$ cat src/rtl/vlink_pkg.sv
package vlink_pkg;
  localparam int HB_START = 7;
  localparam int HB_END   = 6;
  localparam int HB_LEN   = 5;

  typedef struct packed {
    logic       err;
    logic       sof;
    logic       eof;
    logic [7:0] data;
  } qent_t;

  typedef enum logic [1:0] {
    P_IDLE = 2'd0,
    P_LEN  = 2'd1,
    P_PAY  = 2'd2
  } pstate_t;

  localparam qent_t ABORT_ENT = '{err: 1'b1, sof: 1'b0, eof: 1'b1, data: 8'h00};
endpackage

$ cat src/rtl/vlink_parse.sv
module vlink_parse
  import vlink_pkg::*;
#(
  parameter int LINK_W = 4,
  parameter int CNT_W  = 8,
  localparam int NPORT = 1 << LINK_W
) (
  input  logic             clk,
  input  logic             rst,
  input  logic             in_valid,
  input  logic [7:0]       in_data,
  input  logic             in_first,
  input  logic             in_last,
  output logic [NPORT-1:0] wr_en,
  output qent_t            wr_ent,
  output logic             proto_err,
  output logic [CNT_W-1:0] orphan_cnt
);
  pstate_t           st;
  logic [LINK_W-1:0] cur_id;
  logic              cur_en;
  logic              cur_ln;
  logic [5:0]        rem;
  logic [NPORT-1:0]  open_q;
  logic [NPORT-1:0]  sofp_q;

  logic [LINK_W-1:0] hid;
  logic              hst, hen, hln;
  logic              fwd, last_fwd;

  always_comb begin
    hid      = in_data[LINK_W-1:0];
    hst      = in_data[HB_START];
    hen      = in_data[HB_END];
    hln      = in_data[HB_LEN];
    fwd      = (st == P_PAY) && (!cur_ln || rem != 6'd0);
    last_fwd = cur_en && (in_last || (cur_ln && rem == 6'd1));
  end

  always_ff @(posedge clk) begin
    if (rst) begin
      st         <= P_IDLE;
      cur_id     <= '0;
      cur_en     <= 1'b0;
      cur_ln     <= 1'b0;
      rem        <= '0;
      open_q     <= '0;
      sofp_q     <= '0;
      wr_en      <= '0;
      wr_ent     <= '0;
      proto_err  <= 1'b0;
      orphan_cnt <= '0;
    end else begin
      wr_en     <= '0;
      proto_err <= 1'b0;
      if (in_valid) begin
        if (in_first) begin
          cur_id <= hid;
          cur_en <= hen;
          cur_ln <= hln;
          if (in_last) begin
            proto_err <= 1'b1;
            st        <= P_IDLE;
          end else if (hst) begin
            if (open_q[hid]) begin
              wr_en[hid] <= 1'b1;
              wr_ent     <= ABORT_ENT;
            end
            open_q[hid] <= 1'b1;
            sofp_q[hid] <= 1'b1;
            st          <= hln ? P_LEN : P_PAY;
          end else if (!open_q[hid]) begin
            orphan_cnt <= orphan_cnt + 1'b1;
            st         <= P_IDLE;
          end else begin
            st <= hln ? P_LEN : P_PAY;
          end
        end else begin
          case (st)
            P_LEN: begin
              if (in_data[5:0] == 6'd0 || in_last) begin
                proto_err <= 1'b1;
                st        <= P_IDLE;
              end else begin
                rem <= in_data[5:0];
                st  <= P_PAY;
              end
            end
            P_PAY: begin
              if (fwd) begin
                wr_en[cur_id]  <= 1'b1;
                wr_ent.err     <= 1'b0;
                wr_ent.sof     <= sofp_q[cur_id];
                wr_ent.eof     <= last_fwd;
                wr_ent.data    <= in_data;
                sofp_q[cur_id] <= 1'b0;
                if (last_fwd) open_q[cur_id] <= 1'b0;
                if (cur_ln) rem <= rem - 6'd1;
              end
              if (in_last) st <= P_IDLE;
            end
            default: st <= P_IDLE;
          endcase
        end
      end
    end
  end

  AST_ONE_PORT: assert property (@(posedge clk) disable iff (rst)
    $onehot0(wr_en));
  AST_PROTO_NO_FWD: assert property (@(posedge clk) disable iff (rst)
    proto_err |-> (wr_en == '0));
  AST_ORPHAN_STEP: assert property (@(posedge clk) disable iff (rst)
    (orphan_cnt != $past(orphan_cnt)) |-> (orphan_cnt - $past(orphan_cnt) == CNT_W'(1)));
endmodule

$ cat src/rtl/vlink_queue.sv
module vlink_queue
  import vlink_pkg::*;
#(
  parameter int DEPTH = 16,
  localparam int AW   = $clog2(DEPTH)
) (
  input  logic  clk,
  input  logic  rst,
  input  logic  wr_en,
  input  qent_t wr_ent,
  output logic  q_vld,
  output qent_t q_ent
);
  qent_t         mem [DEPTH];
  logic [AW-1:0] wr_ptr, rd_ptr;
  logic [AW:0]   cnt;
  logic          pop;

  assign pop = (cnt != '0);

  always_ff @(posedge clk) begin
    if (wr_en) mem[wr_ptr] <= wr_ent;
    if (pop) q_ent <= mem[rd_ptr];
  end

  always_ff @(posedge clk) begin
    if (rst) begin
      wr_ptr <= '0;
      rd_ptr <= '0;
      cnt    <= '0;
      q_vld  <= 1'b0;
    end else begin
      q_vld <= pop;
      if (wr_en) wr_ptr <= wr_ptr + 1'b1;
      if (pop) rd_ptr <= rd_ptr + 1'b1;
      cnt <= cnt + {{AW{1'b0}}, wr_en} - {{AW{1'b0}}, pop};
    end
  end

  AST_NO_OVERFLOW: assert property (@(posedge clk) disable iff (rst)
    wr_en |-> (cnt != (AW+1)'(DEPTH)));
endmodule

$ cat src/rtl/vlink_port.sv
module vlink_port
  import vlink_pkg::*;
(
  input  logic       clk,
  input  logic       rst,
  input  logic       q_vld,
  input  qent_t      q_ent,
  output logic       out_valid,
  output logic [7:0] out_data,
  output logic       out_sof,
  output logic       out_eof,
  output logic       out_err,
  output logic       out_underrun
);
  logic open_q;

  always_ff @(posedge clk) begin
    if (rst) begin
      out_valid    <= 1'b0;
      out_data     <= '0;
      out_sof      <= 1'b0;
      out_eof      <= 1'b0;
      out_err      <= 1'b0;
      out_underrun <= 1'b0;
      open_q       <= 1'b0;
    end else begin
      out_valid    <= q_vld;
      out_data     <= q_vld ? q_ent.data : 8'h00;
      out_sof      <= q_vld && q_ent.sof;
      out_eof      <= q_vld && q_ent.eof;
      out_err      <= q_vld && q_ent.err;
      out_underrun <= !q_vld && open_q;
      if (q_vld) begin
        if (q_ent.eof) open_q <= 1'b0;
        else if (q_ent.sof) open_q <= 1'b1;
      end
    end
  end

  AST_UNDERRUN_IDLE: assert property (@(posedge clk) disable iff (rst)
    out_underrun |-> !out_valid);
  AST_ABORT_CLOSES: assert property (@(posedge clk) disable iff (rst)
    (out_valid && out_err) |-> (out_eof && !out_sof));
  AST_EOF_QUIET: assert property (@(posedge clk) disable iff (rst)
    (out_valid && out_eof) |=> !out_underrun);
endmodule

$ cat src/rtl/vlink_demux.sv
module vlink_demux
  import vlink_pkg::*;
#(
  parameter int LINK_W = 4,
  parameter int DEPTH  = 16,
  parameter int CNT_W  = 8,
  localparam int NPORT = 1 << LINK_W
) (
  input  logic               clk,
  input  logic               rst,
  input  logic               in_valid,
  input  logic [7:0]         in_data,
  input  logic               in_first,
  input  logic               in_last,
  output logic [NPORT-1:0]   out_valid,
  output logic [NPORT*8-1:0] out_data,
  output logic [NPORT-1:0]   out_sof,
  output logic [NPORT-1:0]   out_eof,
  output logic [NPORT-1:0]   out_err,
  output logic [NPORT-1:0]   out_underrun,
  output logic               proto_err,
  output logic [CNT_W-1:0]   orphan_cnt
);
  logic [NPORT-1:0] wr_en;
  qent_t            wr_ent;

  vlink_parse #(.LINK_W(LINK_W), .CNT_W(CNT_W)) u_parse (
    .clk(clk), .rst(rst), .in_valid(in_valid), .in_data(in_data),
    .in_first(in_first), .in_last(in_last), .wr_en(wr_en), .wr_ent(wr_ent),
    .proto_err(proto_err), .orphan_cnt(orphan_cnt)
  );

  for (genvar p = 0; p < NPORT; p++) begin : g_port
    logic  q_vld;
    qent_t q_ent;

    vlink_queue #(.DEPTH(DEPTH)) u_queue (
      .clk(clk), .rst(rst), .wr_en(wr_en[p]), .wr_ent(wr_ent),
      .q_vld(q_vld), .q_ent(q_ent)
    );

    vlink_port u_port (
      .clk(clk), .rst(rst), .q_vld(q_vld), .q_ent(q_ent),
      .out_valid(out_valid[p]), .out_data(out_data[p*8 +: 8]),
      .out_sof(out_sof[p]), .out_eof(out_eof[p]), .out_err(out_err[p]),
      .out_underrun(out_underrun[p])
    );
  end
endmodule

$ cat config.mk
export PLATFORM = sky130hd
export DESIGN_NAME = vlink_demux
export DESIGN_NICKNAME = d
export VERILOG_FILES = /design/src/rtl/vlink_pkg.sv /design/src/rtl/vlink_parse.sv /design/src/rtl/vlink_queue.sv /design/src/rtl/vlink_port.sv /design/src/rtl/vlink_demux.sv
export SDC_FILE = /design/constraint.sdc
export NUM_CORES = 2
export LEC_CHECK = 0
export BUFFER_PORTS_ARGS = -buffer_cell sky130_fd_sc_hd__buf_4
export CAP_MARGIN = 20
export CORE_UTILIZATION = 35
export DETAILED_ROUTE_END_ITERATION = 6
export GPL_TIMING_DRIVEN = 0
export MAX_ROUTING_LAYER = met4
export PLACE_DENSITY = 0.56
export SLEW_MARGIN = 20
export SYNTH_ARGS = -nofsm -noshare
export SYNTH_HDL_FRONTEND = slang
export SYNTH_SLANG_ARGS = --single-unit
$ cat constraint.sdc
create_clock -name clk -period 5.1 [get_ports clk]
set_input_delay 1.02 -clock clk [delete_from_list [all_inputs] [get_ports clk]]
set_output_delay 1.02 -clock clk [all_outputs]
set_load 0.02 [all_outputs]
### Word-level counts from Yosys, hierarchy flattened

Memories as Yosys holds them, arrays and structs flattened. A register that Yosys moved wholly into a read port is not among the register bits.
Index checks and enable logic that the tools add are counted.

* register bits: 530
* latch bits: 0
* memory bits (writable): 2816
* bits in read-only memories: 0
* word-level logic and storage cells: 590
* memories: 16

* add/sub/neg operators: 66
* $mul: 0
* div/mod/pow operators: 0
* magnitude comparators: 4
* equal/unequal tests: 10
* shifts and indexed selects: 0
* multiplexer cells: 111
* bitwise gates (word level): 26
* reductions and logical operators: 167

Memories
* g_port[0].u_queue.mem: depth 16, bits a word 11, read ports 1, clocked after Yosys merged registers in 1, wr ports 1, line vlink_queue.sv:14 `qent_t mem [DEPTH];`
* g_port[10].u_queue.mem: depth 16, bits a word 11, read ports 1, clocked after Yosys merged registers in 1, wr ports 1, line vlink_queue.sv:14
* g_port[11].u_queue.mem: depth 16, bits a word 11, read ports 1, clocked after Yosys merged registers in 1, wr ports 1, line vlink_queue.sv:14
* g_port[12].u_queue.mem: depth 16, bits a word 11, read ports 1, clocked after Yosys merged registers in 1, wr ports 1, line vlink_queue.sv:14
* g_port[13].u_queue.mem: depth 16, bits a word 11, read ports 1, clocked after Yosys merged registers in 1, wr ports 1, line vlink_queue.sv:14
* g_port[14].u_queue.mem: depth 16, bits a word 11, read ports 1, clocked after Yosys merged registers in 1, wr ports 1, line vlink_queue.sv:14
* 10 more memories

Operators with widths (count)
* $mux W16: 17
* $add A4 B1 Y4 const B: 32
* $add A5 B1 Y5: 16
* $reduce_bool A5 Y1: 16
* $sub A5 B1 Y5: 16
* $mux W1: 72
* $logic_and A1 B1 Y1: 69
* $mux W11: 6
* $reduce_bool A2 Y1: 20
* $reduce_and A2 Y1: 18
* $reduce_or A2 Y1: 17
* $and A16 B16 Y16: 2
* $or A16 B16 Y16: 2
* $not A1 Y1: 21
* $mux W6: 3
* $reduce_and A6 Y1: 3
* $logic_not A1 Y1: 17
* $not A16 Y16: 1
* $mux W2: 7
* $pmux W6 S2: 1
* $lt A4 B5 Y1 const B: 2
* $reduce_and A5 Y1: 2
* $add A8 B1 Y8 const B: 1
* $bmux W1 S4: 2
* 13 further kinds: 21

### Longest topological paths before layout

* depth after elaboration: 10
* depth in mapped cells: 14
* gate-level depth less buffers: 14

### Modules after synthesis

From an unflattened synthesis, not the netlist that was laid out.

* cell total of the unflattened synthesis: 6972
* area, all modules: 135906.6 sq um

By module, submodules not included
* vlink_queue at g_port[0].u_queue ...: instances 12, cells each 377, area an instance 7865.0 sq um, sequential area each 5895.7 sq um
* vlink_queue at g_port[7].u_queue ...: instances 3, cells each 379, area an instance 7816.2 sq um, sequential area each 5895.7 sq um
* vlink_queue at g_port[6].u_queue: instances 1, cells each 379, area an instance 7875.1 sq um, sequential area each 5895.7 sq um
* vlink_port: instances 16, cells each 32, area an instance 407.9 sq um, sequential area each 280.3 sq um
* vlink_parse: instances 1, cells each 420, area an instance 3676.0 sq um, sequential area each 1641.6 sq um

### Worst setup path before layout

OpenSTA, ideal clock, no wires.

* kind: flip-flop to flip-flop
* from: register u_parse.wr_ent[0] (netlist name)
* to: memory g_port[0].u_queue.mem[0][0] (netlist bit), data pin
* data arrival time: 3.398 ns
* slack: 0.847 ns
* stages on the path, launching flop included: 1
* clock period less this slack: 4.253 ns
* cells stage by stage: dfxtp_1

RTL lines (line)
* end: declaration: vlink_queue.sv:14

Straight into the memory's write port.

### Worst setup path after layout

* from: register g_port[0].u_queue.cnt[3]
* to: register g_port[0].u_queue.cnt[4]

* longest elaborated chain between the ends: 2
* elaborated cells between the ends (all ways): 3
* classes of those cells: add/sub (2); reduce/logical (1)

Ends and longest elaborated chain
* start: declaration: line vlink_queue.sv:16 `logic [AW:0] cnt;`
* start signal: assignment: line vlink_queue.sv:36 `cnt <= cnt + {{AW{1'b0}}, wr_en} - {{AW{1'b0}}, pop};`
* $reduce_bool A5 Y1: line vlink_queue.sv:19 `assign pop = (cnt != '0);`
* net g_port[0].u_queue.pop: line vlink_queue.sv:17 `logic pop;`
* $sub A5 B1 Y5: line vlink_queue.sv:36

The timed path passes the listed nets, and every way through them passes these cells.
A chain may end at the register's enable or synchronous reset.

==> results.py <==
metrics = {
    "cells_and_area": {
        "drive_above_1_share_pct": 25.2,
        "area_delta_synth_final_pct": 16.5,
        "final_net_count": 7465,
        "stdcell_count": 12610,
        "fin_area_um2": 156000,
    },
    "timing": {
        "rsz0062_at_grt": "false",
        "fin_skew_ns": 0.0806,
        "fin_crit_ns": 3.94,
        "drv_slew": 0,
        "fin_hold_ws_ns": 0.289,
        "setup_viol": 0,
        "max_slew.worst_pin.slew_ns": 1.08,
        "hold_viol_final": 0,
        "relSlewSlack_pct": 27.7,
        "fmax_ghz": 0.254,
        "fin_crit_sh_pct": 77.2,
        "finalSetupTns_ns": 0,
    },
    "critical_path": {
        "cp-startpoint": "g_port[0].u_queue.cnt[3]",
        "worst_setup_path_end_kind": "register",
        "crit_type": "register to register",
        "crit_end": "g_port[0].u_queue.cnt[4]",
        "rr_worst_depth": 12,
        "path_max_fanout": 16,
        "timing.rr.end": "g_port[0].u_queue.cnt[4]",
        "start_kind": "register",
        "r2r_start": "g_port[0].u_queue.cnt[3]",
        "worstPathRequired_ns": 5.94,
        "reg2reg_setup_slack_ns": 1.16,
        "cp.arrival_ns": 4.78,
    },
    "route": {
        "wirelength_um": 320000,
        "vias": 63440,
        "drc": 0,
        "wl_per_cell_um": 25.3,
        "firstDrtPassIters": 5,
        "ant_nets": 0,
        "drtIter0Drc": 5782,
        "vias_per_cell": 5.03,
    },
    "grt": {
        "track_usage_pct": 16.9,
        "grt_pass1_wl_um": 463000,
        "grt_pass1_vias": 65888,
        "grt_max_degree": 70,
        "gr-total-overflow": 0,
        "antenna_found_initial": 25,
    },
    "yosys": {
        "synthCells": 6586,
        "synth_flop_cell": "edfxtp_1",
        "synth_top_area_share_pct": 67.0,
        "netlist_top_cells_area": "edfxtp_1 (67%), mux4_2 (15%), dfxtp_1 (7.9%)",
        "ys_seq_area_share_pct": 74.9,
        "avgSynthCellArea_um2": 20.4,
        "ys_async_sr_fraction_pct": 0,
        "synthesis.area_um2": 134000,
        "synth.distinct_cells": 54,
        "yosysTopAreaCell": "edfxtp_1",
        "synth-seq-cells": 3522,
        "yosys_warnings": 0,
        "synth_edf_count": 2992,
        "syn_nets": 6797,
    },
    "floorplanning": {
        "die_area_um2": 386000,
        "core_area_um2": 380000,
        "io_pins": 230,
        "start_util_pct": 35.3,
        "rows": 226,
        "fp.dieW_um": 621,
        "die_h_um": 621,
    },
    "run_status": {
        "status": "complete, no violations",
    },
    "cts": {
        "cts_hold_buf": 0,
        "cts_buffer_depth": 4,
        "cts-resized-gates": 0,
        "cts_tree": "built",
        "cts_made_buffers": 383,
        "insertion_delay_ns": 0.97,
        "cts.sinks": 3522,
        "cts.clk_slew.worst_paths_ns": 0.06,
        "postCtsSetupBuffers": 0,
        "cts_root_buf": "clkbuf_16",
        "ctsHtreeMaxLevel": 5,
    },
    "power": {
        "p_leak_nw": 49.4,
        "vdd_ir_drop_max_uv": 304,
        "power_density_nw_per_um2": 484,
        "p_total_w": 0.0756,
    },
    "placement": {
        "dpl.hpwl_um": 208000,
        "routabilityCongestion": 0.829,
        "place_inst": 11885,
        "dpl_cell_area_um2": 143000,
        "port_buffers": 228,
    },
    "min_path": {
        "hold_path_class": "primary input to register",
    },
    "job": {
        "cap_violations": 0,
    },
}
==> sequential cells by signal (all words and copies together), names as in the netlist, 64 cells and up <==
signal	count
g_port.u_queue.mem	2816
g_port.u_queue.wr_ptr	64
g_port.u_port.out_data	128
g_port.u_queue.q_ent	176
g_port.u_queue.cnt	80
g_port.u_queue.rd_ptr	64
==> worst min path at each step <==
stage | startpoint | end | slack (ns) | cells past startpoint
after floorplan | g_port[0].u_queue.q_ent[0] | g_port[0].u_port.out_data[0] | 0.42 | 1
after global placement | g_port[3].u_queue.q_ent[7] | g_port[3].u_port.out_data[7] | 0.43 | 1
after detailed placement | g_port[5].u_queue.q_ent[5] | g_port[5].u_port.out_data[5] | 0.43 | 1
after CTS | in_data[6] | u_parse.wr_ent[6] | 0.21 | 2
after global routing | in_data[6] | u_parse.wr_ent[6] | 0.27 | 2
final | in_data[6] | u_parse.wr_ent[6] | 0.29 | 2
==> metal layers <==
metal | GRT usage [%] | wire length (µm) | vias up
met5 | - | 0 | -
met4 | 6.07 | 11800 | 0
met3 | 2.46 | 16800 | 549
met2 | 27.4 | 157000 | 1730
met1 | 21.9 | 134000 | 33635
li1 | - | - | 27526
==> power breakdown <==
group / internal, W / switching, W / total, W
logic: 0.00663 / 0.00751 / 0.0141
clock network: 0.0162 / 0.0116 / 0.0278
registers: 0.0328 / 0.000876 / 0.0337
total: 0.0556 / 0.0200 / 0.0756
==> final cells by class <==
class / instances / area, µm²
Fill cell: 33356 / 224000
Sequential cell: 3522 / 100000
Multi-Input combinational cell: 2537 / 31300
Clock buffer: 507 / 10400
Tap cell: 5016 / 6280
Timing Repair Buffer: 283 / 3060
Clock inverter: 201 / 2270
Buffer: 358 / 1760
Inverter: 169 / 634
Antenna cell: 17 / 42.5
==> cell families (layout without fill, tap and decap cells) <==
logic type,Yosys count,count (layout),synth area share [%]
and+or+nand+nor,1036,1036,4.21
other,0,17,0
xor gates and xnor gates,148,148,0.967
AOI/OAI and AO/OA,246,246,1.09
adders and majority gates,198,198,1.94
buffers and inverters,527,1518,1.77
muxes,909,909,15.1
DFF,3522,3522,74.9
==> cells in the final DEF, fill, tap and decap left out, types with 34 or more instances in the layout <==
cell type     n
edfxtp_1   2992
nand2_1     114
xnor2_1      50
nand4_1      35
buf_1        50
nor2b_1      45
bufinv_16    34
clkbuf_16   387
mux4_2      886
buf_16       36
buf_4       309
buf_2        67
nor3b_1      34
a21oi_1     131
clkinv_2     42
ha_1        182
a211oi_1     36
nor2_1      250
xor2_1       98
clkbuf_1    239
inv_1       169
dfxtp_1     519
clkinv_1     66
and2_1      436
==> worst max-delay path, stage by stage, from the launching register on <==
cell and delay (ns):
dfxtp_1 0.31, inv_1 0.09, ha_1 0.14, nor4b_1 0.83, inv_1 0.63, ha_1 0.47, inv_1 0.04, ha_1 0.21
fa_1 0.45, a21oi_1 0.14, nor2_1 0.06, or3_1 0.34, a21oi_1 0.14
==> metrics by stage <==
step	setup WS, ns	util, %
final	1.16	41.1
after CTS	1.15	41.1
after global placement	-4.88	37.4
after detailed placement	0.930	37.8
after global routing	0.842	41.1
after floorplan	0.847	-
==> cells in the mapped netlist (18+ instances only) <==
library cell	n
nor3_1	21
and3_1	23
and2_1	436
a211oi_1	36
nor2_1	250
nand2_1	114
nor3b_1	35
o21ai_0	23
mux2i_1	18
dfxtp_1	530
xnor2_1	50
buf_1	52
nor2b_1	45
inv_1	169
mux4_2	886
ha_1	182
a21oi_1	131
nand4_1	35
xor2_1	98
or3_1	18
buf_2	64
clkbuf_1	160
buf_4	80
edfxtp_1	2992
No activity file was read; power rests on OpenSTA's default activity.
